==> config.mk <==
export PLATFORM = sky130hd
export DESIGN_NAME = split_slave
export DESIGN_NICKNAME = d
export VERILOG_FILES = /design/src/rtl/splitslv_pkg.sv /design/src/rtl/splitslv_ram.sv /design/src/rtl/splitslv_tracker.sv /design/src/rtl/splitslv_resp.sv /design/src/rtl/split_slave.sv
export SDC_FILE = /design/constraint.sdc
export NUM_CORES = 1
export LEC_CHECK = 0
export BUFFER_PORTS_ARGS = -buffer_cell sky130_fd_sc_hd__buf_2
export CORE_ASPECT_RATIO = 1.4
export CORE_UTILIZATION = 25
export CTS_CLUSTER_SIZE = 28
export DETAILED_ROUTE_END_ITERATION = 10
export SLEW_MARGIN = 30
export SYNTH_ARGS = -nofsm -noshare
export SYNTH_HDL_FRONTEND = slang
export SYNTH_SLANG_ARGS = --single-unit
==> constraint.sdc <==
create_clock -name clk -period 4.4 [get_ports clk]
set_clock_uncertainty 0.1 [all_clocks]
set_input_delay 0.88 -clock clk [delete_from_list [all_inputs] [get_ports clk]]
set_output_delay 0.88 -clock clk [all_outputs]
set_load 0.05 [all_outputs]
==> src/rtl/splitslv_pkg.sv <==
package splitslv_pkg;
  typedef enum logic [1:0] {
    TR_IDLE   = 2'b00,
    TR_BUSY   = 2'b01,
    TR_NONSEQ = 2'b10,
    TR_SEQ    = 2'b11
  } xfer_kind_e;

  localparam logic [1:0] RSP_OKAY  = 2'b00;
  localparam logic [1:0] RSP_ERROR = 2'b01;
  localparam logic [1:0] RSP_RETRY = 2'b10;
  localparam logic [1:0] RSP_SPLIT = 2'b11;

  typedef enum logic [1:0] {
    PH_NORMAL = 2'b00,
    PH_DEFER1 = 2'b01,
    PH_DEFER2 = 2'b10
  } phase_e;
endpackage

==> src/rtl/splitslv_ram.sv <==
module splitslv_ram #(
  parameter int WIDTH = 32,
  parameter int IDX_W = 4
) (
  input  logic             clk,
  input  logic             we,
  input  logic [IDX_W-1:0] widx,
  input  logic [WIDTH-1:0] wdata,
  input  logic             re,
  input  logic [IDX_W-1:0] ridx,
  output logic [WIDTH-1:0] q
);
  localparam int DEPTH = 1 << IDX_W;

  logic [WIDTH-1:0] store [DEPTH];

  // Write-first single-clock array: a read of the word being written sees new data.
  always_ff @(posedge clk) begin
    if (we) store[widx] <= wdata;
    if (re) begin
      if (we && (widx == ridx)) q <= wdata;
      else                      q <= store[ridx];
    end
  end
endmodule

==> src/rtl/splitslv_tracker.sv <==
module splitslv_tracker #(
  parameter int TAG_W = 2,
  parameter int LAT   = 8
) (
  input  logic                     clk,
  input  logic                     rst,
  input  logic                     start_i,
  input  logic [TAG_W-1:0]         tag_i,
  input  logic                     finish_i,
  output logic                     pending_o,
  output logic [TAG_W-1:0]         owner_o,
  output logic                     done_o,
  output logic [(1 << TAG_W)-1:0]  pulse_o
);
  localparam int NM    = 1 << TAG_W;
  localparam int CNT_W = $clog2(LAT + 1);

  logic [CNT_W-1:0] cnt;

  always_ff @(posedge clk) begin
    if (rst) begin
      pending_o <= 1'b0;
      owner_o   <= '0;
      done_o    <= 1'b0;
      cnt       <= '0;
      pulse_o   <= '0;
    end else begin
      pulse_o <= '0;
      if (start_i) begin
        pending_o <= 1'b1;
        owner_o   <= tag_i;
        done_o    <= 1'b0;
        cnt       <= CNT_W'(LAT);
      end else if (finish_i) begin
        pending_o <= 1'b0;
        done_o    <= 1'b0;
        cnt       <= '0;
      end else if (pending_o && !done_o) begin
        cnt <= cnt - CNT_W'(1);
        if (cnt == CNT_W'(1)) begin
          done_o  <= 1'b1;
          pulse_o <= NM'(1) << owner_o;
        end
      end
    end
  end

  a_r5_pulse_onehot: assert property (@(posedge clk) disable iff (rst)
    $onehot0(pulse_o));

  a_r5_pulse_owner_bit: assert property (@(posedge clk) disable iff (rst)
    (pulse_o != '0) |-> (pending_o && done_o && (pulse_o == (NM'(1) << owner_o))));

  a_r5_pulse_one_cycle: assert property (@(posedge clk) disable iff (rst)
    (pulse_o != '0) |=> (pulse_o == '0));

  a_r7_owner_held: assert property (@(posedge clk) disable iff (rst)
    (pending_o && !finish_i) |=> (pending_o && $stable(owner_o)));

  a_r6_count_bound: assert property (@(posedge clk) disable iff (rst)
    cnt <= CNT_W'(LAT));

  a_r8_done_needs_pending: assert property (@(posedge clk) disable iff (rst)
    done_o |-> pending_o);
endmodule

==> src/rtl/splitslv_resp.sv <==
module splitslv_resp
  import splitslv_pkg::*;
(
  input  logic       clk,
  input  logic       rst,
  input  logic       accept_i,
  input  logic       defer_i,
  output logic       ready_o,
  output logic [1:0] resp_o
);
  phase_e ph;

  always_ff @(posedge clk) begin
    if (rst) begin
      ph      <= PH_NORMAL;
      ready_o <= 1'b1;
      resp_o  <= RSP_OKAY;
    end else begin
      case (ph)
        PH_DEFER1: begin
          ph      <= PH_DEFER2;
          ready_o <= 1'b1;
          resp_o  <= RSP_SPLIT;
        end
        default: begin
          if (accept_i && defer_i) begin
            ph      <= PH_DEFER1;
            ready_o <= 1'b0;
            resp_o  <= RSP_SPLIT;
          end else begin
            ph      <= PH_NORMAL;
            ready_o <= 1'b1;
            resp_o  <= RSP_OKAY;
          end
        end
      endcase
    end
  end

  a_r4_wait_is_split: assert property (@(posedge clk) disable iff (rst)
    !ready_o |-> (resp_o == RSP_SPLIT));

  a_r4_second_split_cycle: assert property (@(posedge clk) disable iff (rst)
    !ready_o |=> (ready_o && resp_o == RSP_SPLIT));

  a_r2_okay_no_wait: assert property (@(posedge clk) disable iff (rst)
    (resp_o == RSP_OKAY) |-> ready_o);
endmodule

==> src/rtl/split_slave.sv <==
module split_slave
  import splitslv_pkg::*;
#(
  parameter int ADDR_W   = 8,
  parameter int DATA_W   = 32,
  parameter int TAG_W    = 2,
  parameter int WORDS    = 16,
  parameter int SLOW_BIT = 7,
  parameter int LAT      = 8
) (
  input  logic                    clk,
  input  logic                    rst,
  input  logic                    sel_i,
  input  logic                    bus_ready_i,
  input  logic [1:0]              trans_i,
  input  logic [ADDR_W-1:0]       addr_i,
  input  logic                    write_i,
  input  logic [DATA_W-1:0]       wdata_i,
  input  logic [TAG_W-1:0]        tag_i,
  output logic [DATA_W-1:0]       rdata_o,
  output logic                    ready_o,
  output logic [1:0]              resp_o,
  output logic [(1 << TAG_W)-1:0] split_done_o
);
  localparam int IDX_W = $clog2(WORDS);
  localparam int NM    = 1 << TAG_W;

  logic             accept, slow, owner_hit, defer, completes;
  logic             start_split, finish_split;
  logic             pending, done;
  logic [TAG_W-1:0] owner;
  logic [IDX_W-1:0] idx;
  logic             wr_q;
  logic [IDX_W-1:0] widx_q;
  logic             unused_bits;

  // Address-phase decode
  assign accept    = sel_i && bus_ready_i && trans_i[1];
  assign slow      = addr_i[SLOW_BIT];
  assign idx       = addr_i[IDX_W+1:2];
  assign owner_hit = pending && done && (tag_i == owner);
  assign defer     = slow && !owner_hit;
  assign completes = accept && !defer;

  assign start_split  = accept && slow && !pending;
  assign finish_split = accept && slow && owner_hit;

  assign unused_bits = ^{addr_i, trans_i};

  // Data-phase write bookkeeping: only accesses that complete are stored
  always_ff @(posedge clk) begin
    if (rst) begin
      wr_q   <= 1'b0;
      widx_q <= '0;
    end else begin
      wr_q <= completes && write_i;
      if (completes) widx_q <= idx;
    end
  end

  splitslv_ram #(
    .WIDTH (DATA_W),
    .IDX_W (IDX_W)
  ) u_ram (
    .clk   (clk),
    .we    (wr_q),
    .widx  (widx_q),
    .wdata (wdata_i),
    .re    (completes && !write_i),
    .ridx  (idx),
    .q     (rdata_o)
  );

  splitslv_tracker #(
    .TAG_W (TAG_W),
    .LAT   (LAT)
  ) u_track (
    .clk       (clk),
    .rst       (rst),
    .start_i   (start_split),
    .tag_i     (tag_i),
    .finish_i  (finish_split),
    .pending_o (pending),
    .owner_o   (owner),
    .done_o    (done),
    .pulse_o   (split_done_o)
  );

  splitslv_resp u_resp (
    .clk      (clk),
    .rst      (rst),
    .accept_i (accept),
    .defer_i  (defer),
    .ready_o  (ready_o),
    .resp_o   (resp_o)
  );

  a_r3_quiet_is_okay: assert property (@(posedge clk) disable iff (rst)
    (ready_o && !(sel_i && trans_i[1])) |=> (ready_o && resp_o == RSP_OKAY));

  a_r9_no_store_on_split: assert property (@(posedge clk) disable iff (rst)
    (resp_o == RSP_SPLIT) |-> !wr_q);

  a_r7_other_master_split: assert property (@(posedge clk) disable iff (rst)
    (ready_o && accept && slow && pending && (tag_i != owner)) |=> (!ready_o && resp_o == RSP_SPLIT));

  a_r5_pulse_only_when_pending: assert property (@(posedge clk) disable iff (rst)
    (split_done_o != '0) |-> (split_done_o[owner] && pending));

  a_r8_owner_completes: assert property (@(posedge clk) disable iff (rst)
    (ready_o && accept && slow && pending && done && (tag_i == owner)) |=> (ready_o && resp_o == RSP_OKAY && !pending));

  initial begin
    a_param_widths: assert (SLOW_BIT > IDX_W + 1 && SLOW_BIT < ADDR_W && LAT >= 1 && NM >= 2);
  end
endmodule

==> results.sh, run 1 <==
export IMPL_hpwl_um=27000
export IMPL_timing_rr_end="u_ram.store[1][19]"
export IMPL_outcome="finished clean"
export IMPL_max_freq_ghz=0.371
export IMPL_maxCapViolCount=0
export IMPL_htreeDepth=2
export IMPL_area_growth_pct=17.5
export IMPL_fin_tns_setup_ns=0
export IMPL_place_gp_congestion=0.710
export IMPL_synth_adder_area_share_pct=0.117
export IMPL_grt_remaining_overflow=0
export IMPL_drtAntennaViolNets=0
export IMPL_viasPerCell=4.50
export IMPL_wirelength_um=48800
export IMPL_clock_sinks=565
export IMPL_avgSynthCellArea_um2=22.0
export IMPL_core_mm2=0.0847
export IMPL_grt_max_degree=52
export IMPL_synth_nets=1025
export IMPL_cts_root_buffer="clkbuf_16"
export IMPL_pwr_density_cell_mw_per_mm2=439
export IMPL_port_buffers=83
export IMPL_postCtsSetupBuffers=0
export IMPL_hold_path_class="reg2reg"
export IMPL_drv_slew=0
export IMPL_synth_top_family_by_area="multiplexers"
export IMPL_hold_path_endpoint="u_track.cnt[2]"
export IMPL_n_fill_cell=8037
export IMPL_die_area_mm2=0.0870
export IMPL_worstPathArrival_ns=2.96
export IMPL_reg2reg_depth=3
export IMPL_cts_max_path_buffers=3
export IMPL_cts_tree="built"
export IMPL_fp_dieW_um=250
export IMPL_cts_hold_fix_buffers=0
export IMPL_grt_pass1_vias=10799
export IMPL_cts_resized=0
export IMPL_rsz0062_at_grt="false"
export IMPL_netlist_cell_type_count=39
export IMPL_synth_xor_area_share_pct=0.327
export IMPL_final_hold_viol_count=0
export IMPL_ys_warn_count=0
export IMPL_hold_ws_ns=0.421
export IMPL_synth_top_area_cell="edfxtp_1"
export IMPL_multi_input_area_mm2=0.00457
export IMPL_path_clk_slew_ns=0.07
export IMPL_p_leak_nw=7.87
export IMPL_wl_per_cell_um=22.0
export IMPL_drcViolationCount=0
export IMPL_syn_area_mm2=0.0215
export IMPL_antenna_found_initial=11
export IMPL_start_util_pct=25.3
export IMPL_ir_worst_vdd_v=0.000298
export IMPL_reg2reg_from="wr_q"
export IMPL_period_needed_ns=2.70
export IMPL_synth_top_cell_area_share_pct=76.1
export IMPL_drive_above_1_share_pct=33.2
export IMPL_finalSetupViolCount=0
export IMPL_die_h_um=349
export IMPL_worstMarginPinSlew_ns=0.951
export IMPL_drt_pre_antenna_iters=5
export IMPL_hold_start="u_track.cnt[2]"
export IMPL_crit_required_ns=4.67
export IMPL_yosysSeqAreaShare_pct=78.1
export IMPL_yosys_area_share_simple_pct=2.09
export IMPL_startpoint_type="primary input"
export IMPL_io_pins=88
export IMPL_placementRows=126
export IMPL_synthTopCellsByArea="edfxtp_1 76%, mux4_2 14%, a22oi_1 2.2%"
export IMPL_synthMuxAreaShare_pct=15.2
export IMPL_whs_path_depth=2
export IMPL_nNetsFinal=1143
export IMPL_min_period_over_period_pct=61.3
export IMPL_grt_pass1_wl_um=72100
export IMPL_cts_buffers=53
export IMPL_maxSlewHeadroom_pct=36.4
export IMPL_track_usage_pct=11.3
export IMPL_drtIter0Drc=788
export IMPL_cp_end_kind="flop"
export IMPL_reg2reg_slack_ns=1.81
export IMPL_ys_ff_latch=565
export IMPL_synthCells=974
export IMPL_seq_area_mm2=0.0168
export IMPL_final_common_cell="edfxtp_1"
export IMPL_synth_compound_area_share_pct=2.87
export IMPL_clock_latency_ns=0.62
export IMPL_final_cell_mix="544 x edfxtp_1, 129 x mux4_2, 81 x buf_2"
export IMPL_path_class="in2reg"
export IMPL_critPathMaxFanout=45
export IMPL_vias=10002
==> report_power, final <==
| group | leakage, nW | switching (W) | internal, W | total (W) |
|---|---|---|---|---|
| clock | 0.866 | 0.00199 | 0.00273 | 0.00472 |
| combinational | 1.93 | 0.000255 | 0.000184 | 0.000439 |
| sequential | 5.07 | 0.00000559 | 0.00590 | 0.00591 |
| total | 7.87 | 0.00225 | 0.00882 | 0.0111 |
==> routing by layer <==
metal / wire, µm / vias up / track usage [%]
met3: 2620 / 85 / 2.48
met1: 19700 / 5316 / 13.6
met4: 1270 / 16 / 3.84
met5: 90 / - / 0
met2: 25100 / 253 / 19.8
li1: - / 4332 / -
==> logic make-up (layout without fill, tap and decap cells) <==
kind of cell / Yosys count / after routing
AO/OA/AOI/OAI: 87 / 87
multiplexers: 161 / 161
adder cells (fa/ha/maj): 2 / 2
buffers and inverters: 56 / 214
XOR/XNOR: 8 / 8
flip-flops: 565 / 565
AND/OR/NAND/NOR: 95 / 95
other: 0 / 1
==> cell type report <==
type | instances | share of cell area, %
diodes | 1 | 0.00993
clock buffers | 65 | 5.52
clock inverters | 30 | 1.55
inverters | 5 | 0.0745
multi-input cells | 353 | 18.1
flip-flops and latches | 565 | 66.5
well taps | 1088 | 5.40
repair buffers | 114 | 2.81
==> stage by stage <==
stage          total power [W]  instances  cell area, µm²  utilization, %  worst slack [ns]
5_1_grt                 0.0114       2221           25200            29.8              1.56
3_5_place_dp           0.00647       2125           23400            27.7             0.991
3_3_place_gp           0.00646       2125           23400            27.7             0.976
6_report                0.0111       2221           25200            29.8              1.70
2_1_floorplan          0.00630        974           21500               -             0.777
4_1_cts                 0.0112       2220           25200            29.8              1.66
==> worst max-delay path by stage <==
stage                     startpoint           endpoint  depth (start not counted)
after floorplan                 wr_q  u_ram.store[0][0]                          2
after global placement     addr_i[2]        u_ram.q[15]                          6
after detailed placement   addr_i[2]        u_ram.q[15]                          6
after CTS                  addr_i[2]        u_ram.q[15]                          6
after global routing       addr_i[2]        u_ram.q[10]                          6
final                      addr_i[2]        u_ram.q[10]                          6
==> worst max-delay path, cell delays in order <==
cell and delay [ns]:
clkbuf_8 0.47, buf_4 0.40, mux4_2 0.55, a22oi_1 0.24, nand2_1 0.08, mux2_2 0.30
==> synthesized netlist by cell type <==
| cell type | count |
|---|---|
| a211oi_1 | 1 |
| a21oi_1 | 8 |
| a22o_1 | 1 |
| a22oi_1 | 62 |
| and2_0 | 1 |
| and2_1 | 2 |
| and3_1 | 1 |
| buf_1 | 4 |
| buf_2 | 11 |
| buf_4 | 7 |
| buf_6 | 3 |
| clkbuf_1 | 26 |
| dfxtp_1 | 21 |
| edfxtp_1 | 544 |
| ha_1 | 2 |
| inv_1 | 5 |
| mux2_2 | 32 |
| mux4_2 | 129 |
| nand2_1 | 40 |
| nand2b_1 | 2 |
| nand3_1 | 6 |
| nand3b_1 | 2 |
| nand4_1 | 1 |
| nor2_1 | 19 |
| nor2b_1 | 4 |
| nor3_1 | 7 |
| nor3b_1 | 4 |
| nor4_2 | 1 |
| o211ai_1 | 1 |
| o21ai_0 | 9 |
| o21bai_1 | 1 |
| o31a_1 | 2 |
| o31ai_1 | 1 |
| o41ai_1 | 1 |
| or2_2 | 1 |
| or3_1 | 2 |
| or3b_2 | 2 |
| xnor2_1 | 2 |
| xor2_1 | 6 |
==> flip-flops by register name (all words and copies together) (netlist names), 2 cells and up <==
| signal | count |
|---|---|
| widx_q | 4 |
| u_track.cnt | 4 |
| u_track.pulse_o | 4 |
| u_resp.ph | 2 |
| u_ram.store | 512 |
| u_ram.q | 32 |
| u_track.owner_o | 2 |
Power figures use the tool's default switching activity.
==> run 2: changes to the inputs <==
ABC_AREA = 1   (was unset)
clock period = 2.75 ns   (was 4.4 ns; I/O delays follow)
==> results.sh, run 2 <==
export IMPL_outcome="finished clean"
export IMPL_route_met3_wl_um=3170
export IMPL_netlist_cell_type_count=30
export IMPL_drv_slew=0
export IMPL_max_freq_ghz=0.500
export IMPL_ys_ff_latch=565
export IMPL_worst_path_dominant_cell_family="flip-flops"
export IMPL_crit_required_ns=2.10
export IMPL_pwr_share_clk_pct=39.5
export IMPL_postCtsSetupBuffers=0
export IMPL_dpl_worst_slack_ns=0.422
export IMPL_grt_max_degree=102
export IMPL_drcViolationCount=0
export IMPL_place_gp_congestion=0.749
export IMPL_maxCapViolCount=0
export IMPL_layout_setup_ws_ns=0.751
export IMPL_nNetsFinal=2099
export IMPL_multi_input_area_mm2=0.00544
export IMPL_die_h_um=361
export IMPL_drive_above_1_share_pct=11.5
export IMPL_min_period_over_period_pct=72.7
export IMPL_wl_met1_um=23000
export IMPL_wl_per_cell_um=17.7
export IMPL_cts_resized=0
export IMPL_synth_nets=2024
export IMPL_synth_top_area_cell="edfxtp_1"
export IMPL_cts_root_buffer="clkbuf_16"
export IMPL_clock_sinks=565
export IMPL_cp_end_kind="primary output"
export IMPL_worstPathArrival_ns=1.35
export IMPL_worstMarginPinSlew_ns=0.671
export IMPL_switching_share_pct=22.6
export IMPL_ir_worst_vdd_v=0.000446
export IMPL_highest_layer="met5"
export IMPL_yosysSeqAreaShare_pct=72.8
export IMPL_antenna_found_initial=6
export IMPL_vias=14418
export IMPL_hold_path_class="in2reg"
export IMPL_io_pins=88
export IMPL_core_mm2=0.0911
export IMPL_yosysMostFrequentCell="nand2_1"
export IMPL_path_class="reg2out"
export IMPL_die_area_mm2=0.0933
export IMPL_viasPerCell=4.39
export IMPL_cp_num_buf_inv=1
export IMPL_drt_pre_antenna_iters=7
export IMPL_switchingPower_w=0.00388
export IMPL_wirelength_um=58200
export IMPL_synth_edf_count=544
export IMPL_synth_top_cell_area_share_pct=71.0
export IMPL_async_flop_share_pct=0
export IMPL_wl_met2_um=29900
export IMPL_hpwl_um=31400
export IMPL_period_needed_ns=2.00
export IMPL_grt_remaining_overflow=0
export IMPL_area_growth_pct=15.2
export IMPL_finalSetupViolCount=0
export IMPL_pwr_density_cell_mw_per_mm2=648
export IMPL_final_common_cell="nand2_1"
export IMPL_drtIter0Drc=1141
export IMPL_p_seq_share_pct=55.0
export IMPL_n_fill_cell=9261
export IMPL_cts_max_path_buffers=3
export IMPL_synth_xor_area_share_pct=0.0761
export IMPL_grt_pass1_wl_um=86200
export IMPL_maxSlewHeadroom_pct=55.2
export IMPL_p_leak_nw=9.61
export IMPL_synth_adder_area_share_pct=0.109
export IMPL_rsz0062_at_grt="false"
export IMPL_final_cell_mix="796 x nand2_1, 544 x edfxtp_1, 395 x nand3_1"
export IMPL_cts_tree="built"
export IMPL_cp_slowest_cell="edfxtp_1"
export IMPL_critPathMaxFanout=1
export IMPL_cp_slowest_stage_delay_ns=0.43
export IMPL_final_hold_viol_count=0
export IMPL_synth_commonest_cells="796 x nand2_1, 544 x edfxtp_1, 395 x nand3_1"
export IMPL_synth_flop_cell="edfxtp_1"
export IMPL_intPower_w=0.0133
export IMPL_drtAntennaViolNets=0
export IMPL_cts_buffers=51
export IMPL_largest_registers="u_ram.store x512, u_ram.q x32"
export IMPL_synth_compound_area_share_pct=0.343
export IMPL_grt_pass1_vias=13883
export IMPL_start_util_pct=25.3
export IMPL_cts_hold_fix_buffers=0
export IMPL_startpoint_type="flop"
export IMPL_fin_tns_setup_ns=0
export IMPL_htreeDepth=2
export IMPL_synthMuxAreaShare_pct=0
export IMPL_fp_dieW_um=258
export IMPL_syn_area_mm2=0.0230
export IMPL_pwr_share_comb_pct=5.5
export IMPL_synthCells=1973
export IMPL_track_usage_pct=12.3
export IMPL_placementRows=131
export IMPL_synthTopCellsByArea="edfxtp_1 71%, nand2_1 13%, nand3_1 8.6%"
export IMPL_worstPathCellList="buf_2"
export IMPL_clock_latency_ns=0.62
export IMPL_ys_warn_count=0
export IMPL_largest_register_ffs=512
export IMPL_seq_area_mm2=0.0168
export IMPL_synth_top_family_by_area="simple AND/OR/NAND/NOR gates"
export IMPL_yosys_area_share_simple_pct=22.6
export IMPL_largest_register="u_ram.store"
export IMPL_port_buffers=83
export IMPL_path_clk_slew_ns=0.06
export IMPL_avgSynthCellArea_um2=11.7
run 2: changes by cell type in the layout (fill, tap and decap cells not counted), moves of 19 or more:
cell,before,now
a22oi_1,62,0
inv_1,5,31
mux2_2,32,0
mux4_2,129,0
nand2_1,40,796
nand3_1,6,395
nor2_1,5,24
run 2: power by group through the flow:
stage / clock network [W] / logic, W / registers [W]
4_1_cts: 0.00693 / 0.000955 / 0.00945
3_5_place_dp: 0 / 0.000952 / 0.00964
2_1_floorplan: 0 / 0.000610 / 0.00966
6_report: 0.00679 / 0.000943 / 0.00945
3_3_place_gp: 0 / 0.000941 / 0.00964
5_1_grt: 0.00720 / 0.00106 / 0.00945
run 2: final timing paths:
check / start / to / slack, ns / depth (start not counted)
worst min-delay path: rst / u_track.pending_o / 0.06 / 2
worst max register to register: widx_q[2] / u_ram.store[6][9] / 0.77 / 5
worst max-delay path: u_ram.q[31] / rdata_o[31] / 0.75 / 1
worst min register to register: u_resp.ph[0] / u_resp.ph[1] / 0.37 / 2
run 2: area by class of cell:
cell class | instances | area share (%)
tap | 1197 | 5.65
antenna | 1 | 0.00944
timing repair buffer | 136 | 4.11
inverter | 36 | 0.557
clock inverter | 31 | 0.892
sequential | 565 | 63.2
clock buffer | 62 | 5.05
multi-input combinational | 1258 | 20.5
run 2: logic make-up (layout without fill, tap and decap cells):
family | after synthesis | in the layout
adder cells (fa/ha/maj) | 2 | 2
other | 0 | 1
XOR/XNOR | 2 | 2
buffers and inverters | 150 | 265
flip-flops | 565 | 565
AO/OA/AOI/OAI | 14 | 14
AND/OR/NAND/NOR | 1240 | 1240
run 2: metal layers:
layer | vias to the layer above | GRT usage (%)
met4 | 10 | 4.79
met3 | 117 | 2.11
met1 | 6953 | 14.3
met5 | - | 0
met2 | 392 | 22.0
li1 | 6946 | -
run 2: stage by stage:
step	area (µm²)	std cells	total power, W	utilization (%)	hold slack, ns
after floorplan	23000	1973	0.0103	-	0.326
after global placement	24900	3192	0.0106	27.4	0.355
after detailed placement	24900	3192	0.0106	27.4	0.359
after CTS	26500	3285	0.0173	29.1	0.0275
after global routing	26500	3285	0.0177	29.1	0.0501
final	26500	3286	0.0172	29.1	0.0574
==> run 3: changes to the inputs <==
clock period = 1.9 ns   (was 2.75 ns; I/O delays follow)
==> results.sh, run 3 (synthesized netlist as in run 2, its figures left out) <==
export IMPL_largest_register="u_ram.store"
export IMPL_path_class="reg2reg"
export IMPL_grt_max_degree=77
export IMPL_core_mm2=0.0911
export IMPL_pwr_density_cell_mw_per_mm2=895
export IMPL_p_seq_share_pct=55.8
export IMPL_reg2reg_from="u_track.owner_o[0]"
export IMPL_startpoint="u_track.owner_o[0]"
export IMPL_antenna_found_initial=14
export IMPL_hold_start="tag_i[1]"
export IMPL_cpMostUsedCell="inv_2"
export IMPL_vias=14827
export IMPL_cts_max_path_buffers=3
export IMPL_cp_slowest_cell="dfxtp_2"
export IMPL_largest_registers="u_ram.store x512, u_ram.q x32"
export IMPL_start_util_pct=25.3
export IMPL_finalSetupViolCount=0
export IMPL_area_growth_pct=19.0
export IMPL_nNetsFinal=2157
export IMPL_cts_tree="built"
export IMPL_grt_remaining_overflow=0
export IMPL_wirelength_um=59500
export IMPL_worstMarginPinSlew_ns=0.590
export IMPL_critPathMaxFanout=13
export IMPL_drt_pre_antenna_iters=5
export IMPL_worstPathCellList="inv_2 -> nand2_1 -> nand3_2 -> o21ai_4 -> inv_2 -> nor2_4 -> inv_2 -> nor2_4 -> buf_12 -> buf_16"
export IMPL_clock_latency_ns=0.59
export IMPL_ir_worst_vdd_v=0.000578
export IMPL_cts_buffers=46
export IMPL_min_period_over_period_pct=97.1
export IMPL_drtIter0Drc=1050
export IMPL_final_cell_mix="795 x nand2_1, 544 x edfxtp_1, 394 x nand3_1"
export IMPL_finalPower_w=0.0245
export IMPL_final_common_cell="nand2_1"
export IMPL_crit_required_ns=2.09
export IMPL_grt_pass1_vias=14501
export IMPL_outcome="finished clean"
export IMPL_htreeDepth=2
export IMPL_drcViolationCount=0
export IMPL_largest_register_ffs=512
export IMPL_path_clk_slew_ns=0.07
export IMPL_clock_sinks=565
export IMPL_maxCapViolCount=0
export IMPL_startpoint_type="flop"
export IMPL_cts_root_buffer="clkbuf_16"
export IMPL_max_freq_ghz=0.542
export IMPL_grt_pass1_wl_um=88200
export IMPL_maxSlewHeadroom_pct=60.6
export IMPL_die_area_mm2=0.0933
export IMPL_cp_end_kind="flop"
export IMPL_cp_slowest_stage_delay_ns=0.37
export IMPL_drive_above_1_share_pct=14.1
export IMPL_io_pins=88
export IMPL_period_needed_ns=1.84
export IMPL_viasPerCell=4.44
export IMPL_die_h_um=361
export IMPL_wl_per_cell_um=17.8
export IMPL_fp_dieW_um=258
export IMPL_port_buffers=83
export IMPL_hpwl_um=36000
export IMPL_worstPathArrival_ns=2.03
export IMPL_placementRows=131
export IMPL_hold_ws_ns=0.0481
export IMPL_p_leak_nw=9.98
export IMPL_track_usage_pct=12.5
export IMPL_pwr_share_clk_pct=38.0
export IMPL_final_hold_viol_count=0
export IMPL_place_gp_congestion=0.749
export IMPL_intPower_w=0.0191
export IMPL_drtAntennaViolNets=0
export IMPL_switchingPower_w=0.00538
export IMPL_pwr_share_comb_pct=6.2
export IMPL_fin_tns_setup_ns=0
export IMPL_switching_share_pct=21.9
export IMPL_drv_slew=0
export IMPL_hold_path_class="in2reg"
run 3: worst paths after layout:
kind / endpoint / depth (start not counted) / slack [ns]
setup / recovery: u_ram.q[23] / 10 / 0.06
hold / removal: u_track.owner_o[1] / 3 / 0.05
setup reg to reg: u_ram.q[23] / 10 / 0.06
hold reg to reg: u_track.pulse_o[2] / 1 / 0.37
run 3: cell type report:
| type | count | area [µm²] |
|---|---|---|
| Fill cell | 9241 | 63800 |
| Sequential cell | 565 | 16800 |
| Multi-Input combinational cell | 1258 | 5460 |
| Timing Repair Buffer | 199 | 2070 |
| Tap cell | 1197 | 1500 |
| Clock buffer | 57 | 1260 |
| Clock inverter | 24 | 180 |
| Inverter | 36 | 150 |
| Antenna cell | 2 | 5.00 |
run 3: stage by stage:
stage                     std cells  utilization [%]  setup WS [ns]  instance area, µm²
after detailed placement       3251             28.4        -0.0967               25900
final                          3338             30.0         0.0557               27400
after global routing           3336             30.0       -0.00726               27400
after global placement         3251             28.4        -0.0826               25900
after floorplan                1973                -         -0.121               23100
after CTS                      3334             30.0         0.0239               27300
run 3: power groups by stage:
stage | logic [W] | registers [W] | clock network [W]
floorplan | 0.000890 | 0.0140 | 0
global placement | 0.00150 | 0.0140 | 0
detailed placement | 0.00151 | 0.0140 | 0
CTS | 0.00152 | 0.0137 | 0.00952
global route | 0.00167 | 0.0137 | 0.00989
finish | 0.00151 | 0.0137 | 0.00932
run 3: timing repair:
action	CTS	global route
gates resized for setup	0	2
setup buffers	0	1
hold buffers	2	0
hold endpoints to repair	5	0
endpoints found under the setup margin	0	19
run 3: routing by layer:
metal	part of all wire [%]	track usage, %	up-vias
li1	-	-	7067
met1	39	14.5	7167
met2	51	22.4	411
met3	5.2	2.08	162
met4	4.4	5.80	20
met5	0.21	0	-
run 3: critical path, delay by kind of cell (launching register included):
family	cells	cell delay, ns
compound gates	1	0.17
flops	1	0.37
simple gates	4	0.42
buf+inv	5	0.46
